==> config.mk <==
export PLATFORM = sky130hd
export DESIGN_NAME = nand_ecc_chunk_seq
export DESIGN_NICKNAME = d
export VERILOG_FILES = /design/src/rtl/nand_seq_pkg.sv /design/src/rtl/spare_layout.sv /design/src/rtl/seq_ctrl.sv /design/src/rtl/ecc_gather.sv /design/src/rtl/nand_ecc_chunk_seq.sv
export SDC_FILE = /design/constraint.sdc
export NUM_CORES = 1
export LEC_CHECK = 0
export BUFFER_PORTS_ARGS = -buffer_cell sky130_fd_sc_hd__buf_2
export CAP_MARGIN = 20
export CORE_UTILIZATION = 35
export CTS_BUF_LIST = sky130_fd_sc_hd__clkbuf_8
export DETAILED_ROUTE_END_ITERATION = 7
export PLACE_DENSITY_LB_ADDON = 0.3
export SETUP_SLACK_MARGIN = 0.05
export SLEW_MARGIN = 20
export SYNTH_ARGS = -nofsm -noshare
export SYNTH_HDL_FRONTEND = slang
export SYNTH_SLANG_ARGS = --single-unit
==> constraint.sdc <==
create_clock -name clk -period 2.85 [get_ports clk]
set_input_delay 0.285 -clock clk [delete_from_list [all_inputs] [get_ports clk]]
set_output_delay 0.285 -clock clk [all_outputs]
set_load 0.05 [all_outputs]
==> src/rtl/nand_seq_pkg.sv <==
package nand_seq_pkg;

  typedef enum logic [2:0] {
    ST_IDLE,
    ST_DATA_REQ,
    ST_DATA_RECV,
    ST_SPARE_REQ,
    ST_SPARE_RECV,
    ST_WAIT_CODE
  } seq_state_t;

  // strobes from control to the gather datapath
  typedef struct packed {
    logic gatherStart;  // restart the check-byte buffer for a new chunk
    logic spareByte;    // a spare byte is on rdByte this cycle
  } seq_strobe_t;

endpackage

==> src/rtl/spare_layout.sv <==
module spare_layout #(
  parameter int NUM_CHUNKS     = 8,
  parameter int ECC_BYTES      = 13,
  parameter bit BUS16          = 1'b0,
  parameter int SPARE_BASE     = 2,
  parameter int SPARE_STRIDE   = 16,
  parameter int SMALL_HEAD_LEN = 4,
  parameter int SMALL_TAIL_OFF = 6,
  parameter int CHK_W          = 3,
  parameter int COL_W          = 13,
  parameter int LEN_W          = 10
) (
  input  logic [CHK_W-1:0] chunk,
  input  logic             piece,
  output logic [COL_W-1:0] pieceCol,
  output logic [LEN_W-1:0] pieceLen,
  output logic             pieceLast
);

  localparam bit SMALL      = (NUM_CHUNKS == 1);
  localparam bit PIECE_LAST = SMALL ? 1'b1 : 1'b0;

  logic [COL_W-1:0] chunkBase;
  logic [COL_W-1:0] pieceOff;
  logic [LEN_W-1:0] rawLen;

  assign chunkBase = COL_W'(chunk) * COL_W'(SPARE_STRIDE);
  assign pieceLast = (piece == PIECE_LAST);

  generate
    if (SMALL) begin : g_small
      // two pieces: head then tail, skipping the bytes between them
      assign pieceOff = piece ? COL_W'(SMALL_TAIL_OFF) : '0;
      assign rawLen   = piece ? LEN_W'(ECC_BYTES - SMALL_HEAD_LEN)
                              : LEN_W'(SMALL_HEAD_LEN);
    end else begin : g_large
      assign pieceOff = COL_W'(SPARE_BASE);
      assign rawLen   = LEN_W'(ECC_BYTES);
    end
  endgenerate

  assign pieceCol = chunkBase + pieceOff;

  generate
    if (BUS16) begin : g_even
      assign pieceLen = (rawLen + LEN_W'(1)) & ~LEN_W'(1);
    end else begin : g_byte
      assign pieceLen = rawLen;
    end
  endgenerate

endmodule

==> src/rtl/seq_ctrl.sv <==
module seq_ctrl
  import nand_seq_pkg::*;
#(
  parameter int NUM_CHUNKS  = 8,
  parameter int CHUNK_BYTES = 512,
  parameter int PAGE_W      = 16,
  parameter int CHK_W       = 3,
  parameter int COL_W       = 13,
  parameter int LEN_W       = 10
) (
  input  logic              clk,
  input  logic              rst_n,
  input  logic              startPage,
  input  logic [PAGE_W-1:0] pageAddr,
  input  logic              reqReady,
  input  logic              rdValid,
  input  logic              eccCodeReady,
  input  logic [COL_W-1:0]  pieceCol,
  input  logic [LEN_W-1:0]  pieceLen,
  input  logic              pieceLast,
  output logic [CHK_W-1:0]  chunkCnt,
  output logic              pieceIdx,
  output seq_strobe_t       strobe,
  output logic              reqValid,
  output logic              reqSpare,
  output logic [COL_W-1:0]  reqCol,
  output logic [LEN_W-1:0]  reqLen,
  output logic [PAGE_W-1:0] reqPage,
  output logic              eccEnable,
  output logic              chunkDone,
  output logic [CHK_W-1:0]  chunkIdx,
  output logic              pageDone
);

  localparam logic [LEN_W-1:0] LAST_DATA  = LEN_W'(CHUNK_BYTES - 1);
  localparam logic [CHK_W-1:0] LAST_CHUNK = CHK_W'(NUM_CHUNKS - 1);

  seq_state_t       state;
  logic [LEN_W-1:0] byteCnt;
  logic             dataLast;
  logic             spareLast;

  assign dataLast  = (byteCnt == LAST_DATA);
  assign spareLast = (byteCnt == pieceLen - LEN_W'(1));

  always_ff @(posedge clk) begin
    if (!rst_n) begin
      state     <= ST_IDLE;
      chunkCnt  <= '0;
      pieceIdx  <= 1'b0;
      byteCnt   <= '0;
      reqPage   <= '0;
      eccEnable <= 1'b0;
      chunkDone <= 1'b0;
      chunkIdx  <= '0;
      pageDone  <= 1'b0;
    end else begin
      eccEnable <= 1'b0;
      chunkDone <= 1'b0;
      pageDone  <= 1'b0;
      unique case (state)
        ST_IDLE: begin
          if (startPage) begin
            reqPage  <= pageAddr;
            chunkCnt <= '0;
            state    <= ST_DATA_REQ;
          end
        end
        ST_DATA_REQ: begin
          if (reqReady) begin
            eccEnable <= 1'b1;
            byteCnt   <= '0;
            state     <= ST_DATA_RECV;
          end
        end
        ST_DATA_RECV: begin
          if (rdValid) begin
            if (dataLast) begin
              byteCnt  <= '0;
              pieceIdx <= 1'b0;
              state    <= ST_SPARE_REQ;
            end else begin
              byteCnt <= byteCnt + LEN_W'(1);
            end
          end
        end
        ST_SPARE_REQ: begin
          if (reqReady) begin
            byteCnt <= '0;
            state   <= ST_SPARE_RECV;
          end
        end
        ST_SPARE_RECV: begin
          if (rdValid) begin
            if (spareLast) begin
              byteCnt <= '0;
              if (pieceLast) begin
                state <= ST_WAIT_CODE;
              end else begin
                pieceIdx <= 1'b1;
                state    <= ST_SPARE_REQ;
              end
            end else begin
              byteCnt <= byteCnt + LEN_W'(1);
            end
          end
        end
        ST_WAIT_CODE: begin
          if (eccCodeReady) begin
            chunkDone <= 1'b1;
            chunkIdx  <= chunkCnt;
            if (chunkCnt == LAST_CHUNK) begin
              pageDone <= 1'b1;
              state    <= ST_IDLE;
            end else begin
              chunkCnt <= chunkCnt + CHK_W'(1);
              state    <= ST_DATA_REQ;
            end
          end
        end
        default: state <= ST_IDLE;
      endcase
    end
  end

  always_comb begin
    strobe.gatherStart = (state == ST_DATA_RECV) && rdValid && dataLast;
    strobe.spareByte   = (state == ST_SPARE_RECV) && rdValid;
  end

  assign reqValid = (state == ST_DATA_REQ) || (state == ST_SPARE_REQ);
  assign reqSpare = (state == ST_SPARE_REQ);
  assign reqCol   = reqSpare ? pieceCol
                             : COL_W'(chunkCnt) * COL_W'(CHUNK_BYTES);
  assign reqLen   = reqSpare ? pieceLen : LEN_W'(CHUNK_BYTES);

endmodule

==> src/rtl/ecc_gather.sv <==
module ecc_gather
  import nand_seq_pkg::*;
#(
  parameter int ECC_BYTES = 13
) (
  input  logic                   clk,
  input  logic                   rst_n,
  input  seq_strobe_t            strobe,
  input  logic [7:0]             rdByte,
  output logic [ECC_BYTES*8-1:0] eccBytes
);

  localparam int KEEP_W = $clog2(ECC_BYTES + 1);

  logic [KEEP_W-1:0] keepCnt;
  logic              keepOpen;

  assign keepOpen = (keepCnt < KEEP_W'(ECC_BYTES));

  always_ff @(posedge clk) begin
    if (!rst_n) begin
      keepCnt <= '0;
    end else if (strobe.gatherStart) begin
      keepCnt <= '0;
    end else if (strobe.spareByte && keepOpen) begin
      keepCnt <= keepCnt + KEEP_W'(1);
    end
  end

  for (genvar i = 0; i < ECC_BYTES; i++) begin : g_slot
    logic [7:0] slot;
    always_ff @(posedge clk) begin
      if (!rst_n) begin
        slot <= '0;
      end else if (strobe.spareByte && keepOpen && keepCnt == KEEP_W'(i)) begin
        slot <= rdByte;
      end
    end
    assign eccBytes[8*i +: 8] = slot;
  end

endmodule

==> src/rtl/nand_ecc_chunk_seq.sv <==
module nand_ecc_chunk_seq
  import nand_seq_pkg::*;
#(
  parameter int  NUM_CHUNKS     = 8,
  parameter int  CHUNK_BYTES    = 512,
  parameter int  ECC_BYTES      = 13,
  parameter bit  BUS16          = 1'b0,
  parameter int  SPARE_BASE     = 2,
  parameter int  SPARE_STRIDE   = 16,
  parameter int  SMALL_HEAD_LEN = 4,
  parameter int  SMALL_TAIL_OFF = 6,
  parameter int  PAGE_W         = 16,
  localparam int CHK_W = (NUM_CHUNKS > 1) ? $clog2(NUM_CHUNKS) : 1,
  localparam int COL_W = $clog2(NUM_CHUNKS * CHUNK_BYTES + 1),
  localparam int LEN_W = $clog2(CHUNK_BYTES + 1)
) (
  input  logic                   clk,
  input  logic                   rst_n,
  input  logic                   startPage,
  input  logic [PAGE_W-1:0]      pageAddr,
  output logic                   reqValid,
  input  logic                   reqReady,
  output logic                   reqSpare,
  output logic [COL_W-1:0]       reqCol,
  output logic [LEN_W-1:0]       reqLen,
  output logic [PAGE_W-1:0]      reqPage,
  input  logic                   rdValid,
  input  logic [7:0]             rdByte,
  output logic                   eccEnable,
  input  logic                   eccCodeReady,
  output logic                   chunkDone,
  output logic [CHK_W-1:0]       chunkIdx,
  output logic                   pageDone,
  output logic [ECC_BYTES*8-1:0] eccBytes
);

  seq_strobe_t      strobe;
  logic [CHK_W-1:0] chunkCnt;
  logic             pieceIdx;
  logic [COL_W-1:0] pieceCol;
  logic [LEN_W-1:0] pieceLen;
  logic             pieceLast;

  spare_layout #(
    .NUM_CHUNKS(NUM_CHUNKS), .ECC_BYTES(ECC_BYTES), .BUS16(BUS16),
    .SPARE_BASE(SPARE_BASE), .SPARE_STRIDE(SPARE_STRIDE),
    .SMALL_HEAD_LEN(SMALL_HEAD_LEN), .SMALL_TAIL_OFF(SMALL_TAIL_OFF),
    .CHK_W(CHK_W), .COL_W(COL_W), .LEN_W(LEN_W)
  ) u_layout (
    .chunk(chunkCnt), .piece(pieceIdx),
    .pieceCol(pieceCol), .pieceLen(pieceLen), .pieceLast(pieceLast)
  );

  seq_ctrl #(
    .NUM_CHUNKS(NUM_CHUNKS), .CHUNK_BYTES(CHUNK_BYTES), .PAGE_W(PAGE_W),
    .CHK_W(CHK_W), .COL_W(COL_W), .LEN_W(LEN_W)
  ) u_ctrl (
    .clk(clk), .rst_n(rst_n), .startPage(startPage), .pageAddr(pageAddr),
    .reqReady(reqReady), .rdValid(rdValid), .eccCodeReady(eccCodeReady),
    .pieceCol(pieceCol), .pieceLen(pieceLen), .pieceLast(pieceLast),
    .chunkCnt(chunkCnt), .pieceIdx(pieceIdx), .strobe(strobe),
    .reqValid(reqValid), .reqSpare(reqSpare), .reqCol(reqCol),
    .reqLen(reqLen), .reqPage(reqPage), .eccEnable(eccEnable),
    .chunkDone(chunkDone), .chunkIdx(chunkIdx), .pageDone(pageDone)
  );

  ecc_gather #(
    .ECC_BYTES(ECC_BYTES)
  ) u_gather (
    .clk(clk), .rst_n(rst_n), .strobe(strobe), .rdByte(rdByte),
    .eccBytes(eccBytes)
  );

endmodule

==> summary.md <==
| Metric | Value |
|---|---|
| Outcome | complete, no violations |
| Initial Util | between 30% and 40% |
| CTS Buf Count | 17 |
| Seq cells post-synth | 146 |
| Nets | 820 |
| Worst hold path depth | 3 |
| Post-Syn Area | 6030 um2 |
| Reg clk slew, reported paths | 0.08 ns |
| Final Hold Violating Endpoints | 0 |
| Vias | 4746 |
| Arr. time, crit path | 2.17 ns |
| Sequential-to-total area share from yosys stat | between 40% and 50% |
| Layout area overhead | 23.1% |
| Resized cells post-CTS | 0 |
| Cell chain of the critical path | nand2b_1 -> clkinv_1 -> nand2_1 -> inv_1 -> buf_2 |
| Max incr delay on CP | 0.70 ns |
| Post-synth EDFFs | 0 |
| Core area | 16700 um2 |
| Worst Setup Start Kind | flip-flop |
| Slew Limit Fails | 0 |
| Total negative slack | 0 ns |
| Number of max-cap violations | 0 |
| Slowest stage cell, crit path | dfxtp_1 |
| FMAX | 407 MHz |
| Gp weighted congestion | 0.756 |
| Initial antenna violation count | 0 |
| Setup Fix Bufs, Post-CTS | 0 |
| Clock Latency Late Sink | ~0.43 ns |
| Drt drc | 0 |
| Static leakage | 3.46 nW |
| Placed insts | 982 |
| Die area | 17800 um2 |
| CTS H-tree depth | 4 |
| Global route overflow | 0 |
| TritonCTS clock tree | done |
| RSZ-0062 raised after global routing | no |
| DP Wirelength | 10.1 mm |
| Clk buf depth | 2 |
| FP Rows | 47 |
| Worst Path Max Fanout | 19 |
| TritonRoute pass-1 iters | 5 |
| Number of distinct library cells after synthesis | 47 |
| Pwr dens | 559 nW/um2 |
| Number of global-route vias before repair | 4374 |
| Slew HR | 51.5% |
| Drt total wl | 14.8 mm |
| Post-synth ARST share | 0% |
| Worst Path Class, Setup | reg2out |
| Worst slew pin tran | 0.717 ns |
| Die W | 133 um |
| Wire length per cell | between 10 and 15 um |
| Synth warn | 0 |
| PortBufs | 168 |
| Main synth FF type | dfxtp_1 |
| CP endpoint kind | output pin |
| # clock sinks | about 150 |
| Antenna Cells | 0 |
| Pin count of the biggest net entering global routing | 60 |
| DRT iter0 DRCs | 185 |
| Register-to-Register Path Depth | 5 |
| Total GRT Usage | 16.9% |
| Hold Path Class | in2reg |
| Hold buffers post-CTS | 0 |
| Fin crit share | 86.2% |
| Peak VDD IR | 0.338 mV |
| Antenna-violating nets left | 0 |
| Tmin final | between 2 and 2.5 ns |
| First-pass GRT wire length | 23.7 mm |
| Finish-stage setup viols | 0 |
| Syn Inst Count | 624 |
| Mean Syn Cell Area | 9.66 um2 |
| Placed cell area | 7000 um2 |
| Root buf cell | clkbuf_8 |
| Clock skew | ~0.014 ns |
| Ports | 181 |
| Cell area after layout | 7420 um2 |
| Die Ht | 133 um |
| Non-Filler Instances | 1014 |
| Worst EP required | roughly 2.6 ns |
| Share of layout cells above drive strength 1 | between 20 and 30% |
| Average vias per placed instance | about 4.7 |
-- synthesized netlist by cell type (4+ instances only) --
cell	n	area, um2
inv_1	7	26.3
and3_1	4	25.0
nand2_1	49	184
buf_4	17	128
a21oi_1	29	145
nor3_1	6	30.0
nor3_4	5	81.3
o21ai_0	7	35.0
and2_1	8	50.1
nand3_1	10	50.1
mux2i_1	111	1110
clkbuf_1	32	120
dfxtp_1	146	2920
nor4_4	4	85.1
xor2_1	4	35.0
nor2_1	116	435
nand4_1	7	43.8
or3_1	7	43.8
ha_1	9	113
-- state kept, by name (all words and copies together) (netlist names) --
signal / count
u_ctrl.chunkDone: 1
u_ctrl.byteCnt: 10
u_ctrl.state: 3
u_ctrl.chunkCnt: 3
u_ctrl.eccEnable: 1
u_gather.g_slot.slot: 104
u_ctrl.reqPage: 16
u_gather.keepCnt: 4
u_ctrl.pageDone: 1
u_ctrl.chunkIdx: 3
-- final timing paths --
check | from | end | slack, ns
hold / removal | pageAddr[5] | u_ctrl.reqPage[5] | 0.08
hold reg to reg | u_ctrl.reqPage[9] | u_ctrl.reqPage[9] | 0.45
setup reg to reg | u_ctrl.state[1] | u_ctrl.byteCnt[6] | 0.69
setup / recovery | u_ctrl.state[0] | reqLen[2] | 0.39
-- cells in the final DEF, fill, tap and decap left out, types with 8 or more instances in the layout --
master    count
a21oi_1      29
and2_1        8
buf_2       168
buf_4        14
clkbuf_8     21
conb_1       12
dfxtp_1     146
ha_1          9
inv_1         8
mux2i_1     111
nand2_1      49
nand3_1      10
nor2_1      116
-- critical path, delay by kind of cell (launching register included) --
family | cells | cell delay [ns]
buf+inv | 3 | 0.66
flops | 1 | 0.70
simple gates | 2 | 0.39
-- cell families after synthesis --
family | Yosys count | synth area share, %
and+or+nand+nor | 239 | 20.1
AOI/OAI and AO/OA | 47 | 4.57
other | 1 | 0.0622
muxes | 111 | 18.4
adders and majority gates | 9 | 1.87
DFF | 146 | 48.5
xor gates and xnor gates | 7 | 1.02
buffers and inverters | 64 | 5.46
-- where the power goes --
group / switching, mW / total [mW] / internal [mW]
Sequential: 0.0295 / 2.10 / 2.07
Clock: 0.807 / 1.68 / 0.878
Combinational: 0.275 / 0.364 / 0.0886
-- layout make-up --
class,count,area (um2)
multi-input combinational,425,2820
fill,1674,9280
timing repair buffer,182,946
inverter,9,36.3
tap,220,275
clock inverter,11,126
sequential,146,2920
clock buffer,21,289
-- through the flow --
stage	power (mW)	worst slack, ns	hold slack (ns)	utilization (%)
2_1_floorplan	2.43	0.232	0.411	-
3_3_place_gp	2.51	0.752	0.439	41.9
3_5_place_dp	2.51	0.714	0.448	41.9
4_1_cts	4.20	0.381	0.0461	44.4
5_1_grt	4.31	0.184	0.0443	44.4
6_report	4.14	0.394	0.0827	44.4
-- metal layers --
metal  routed length [um]  GRT usage [%]  up-vias
met5                    0              0        -
met1                 6870           21.9     2181
li1                     -              -     2403
met2                 6630           26.0      151
met4                   82           4.55        0
met3                 1220           6.85       11
Note: power is estimated with default switching activity, not from simulation.
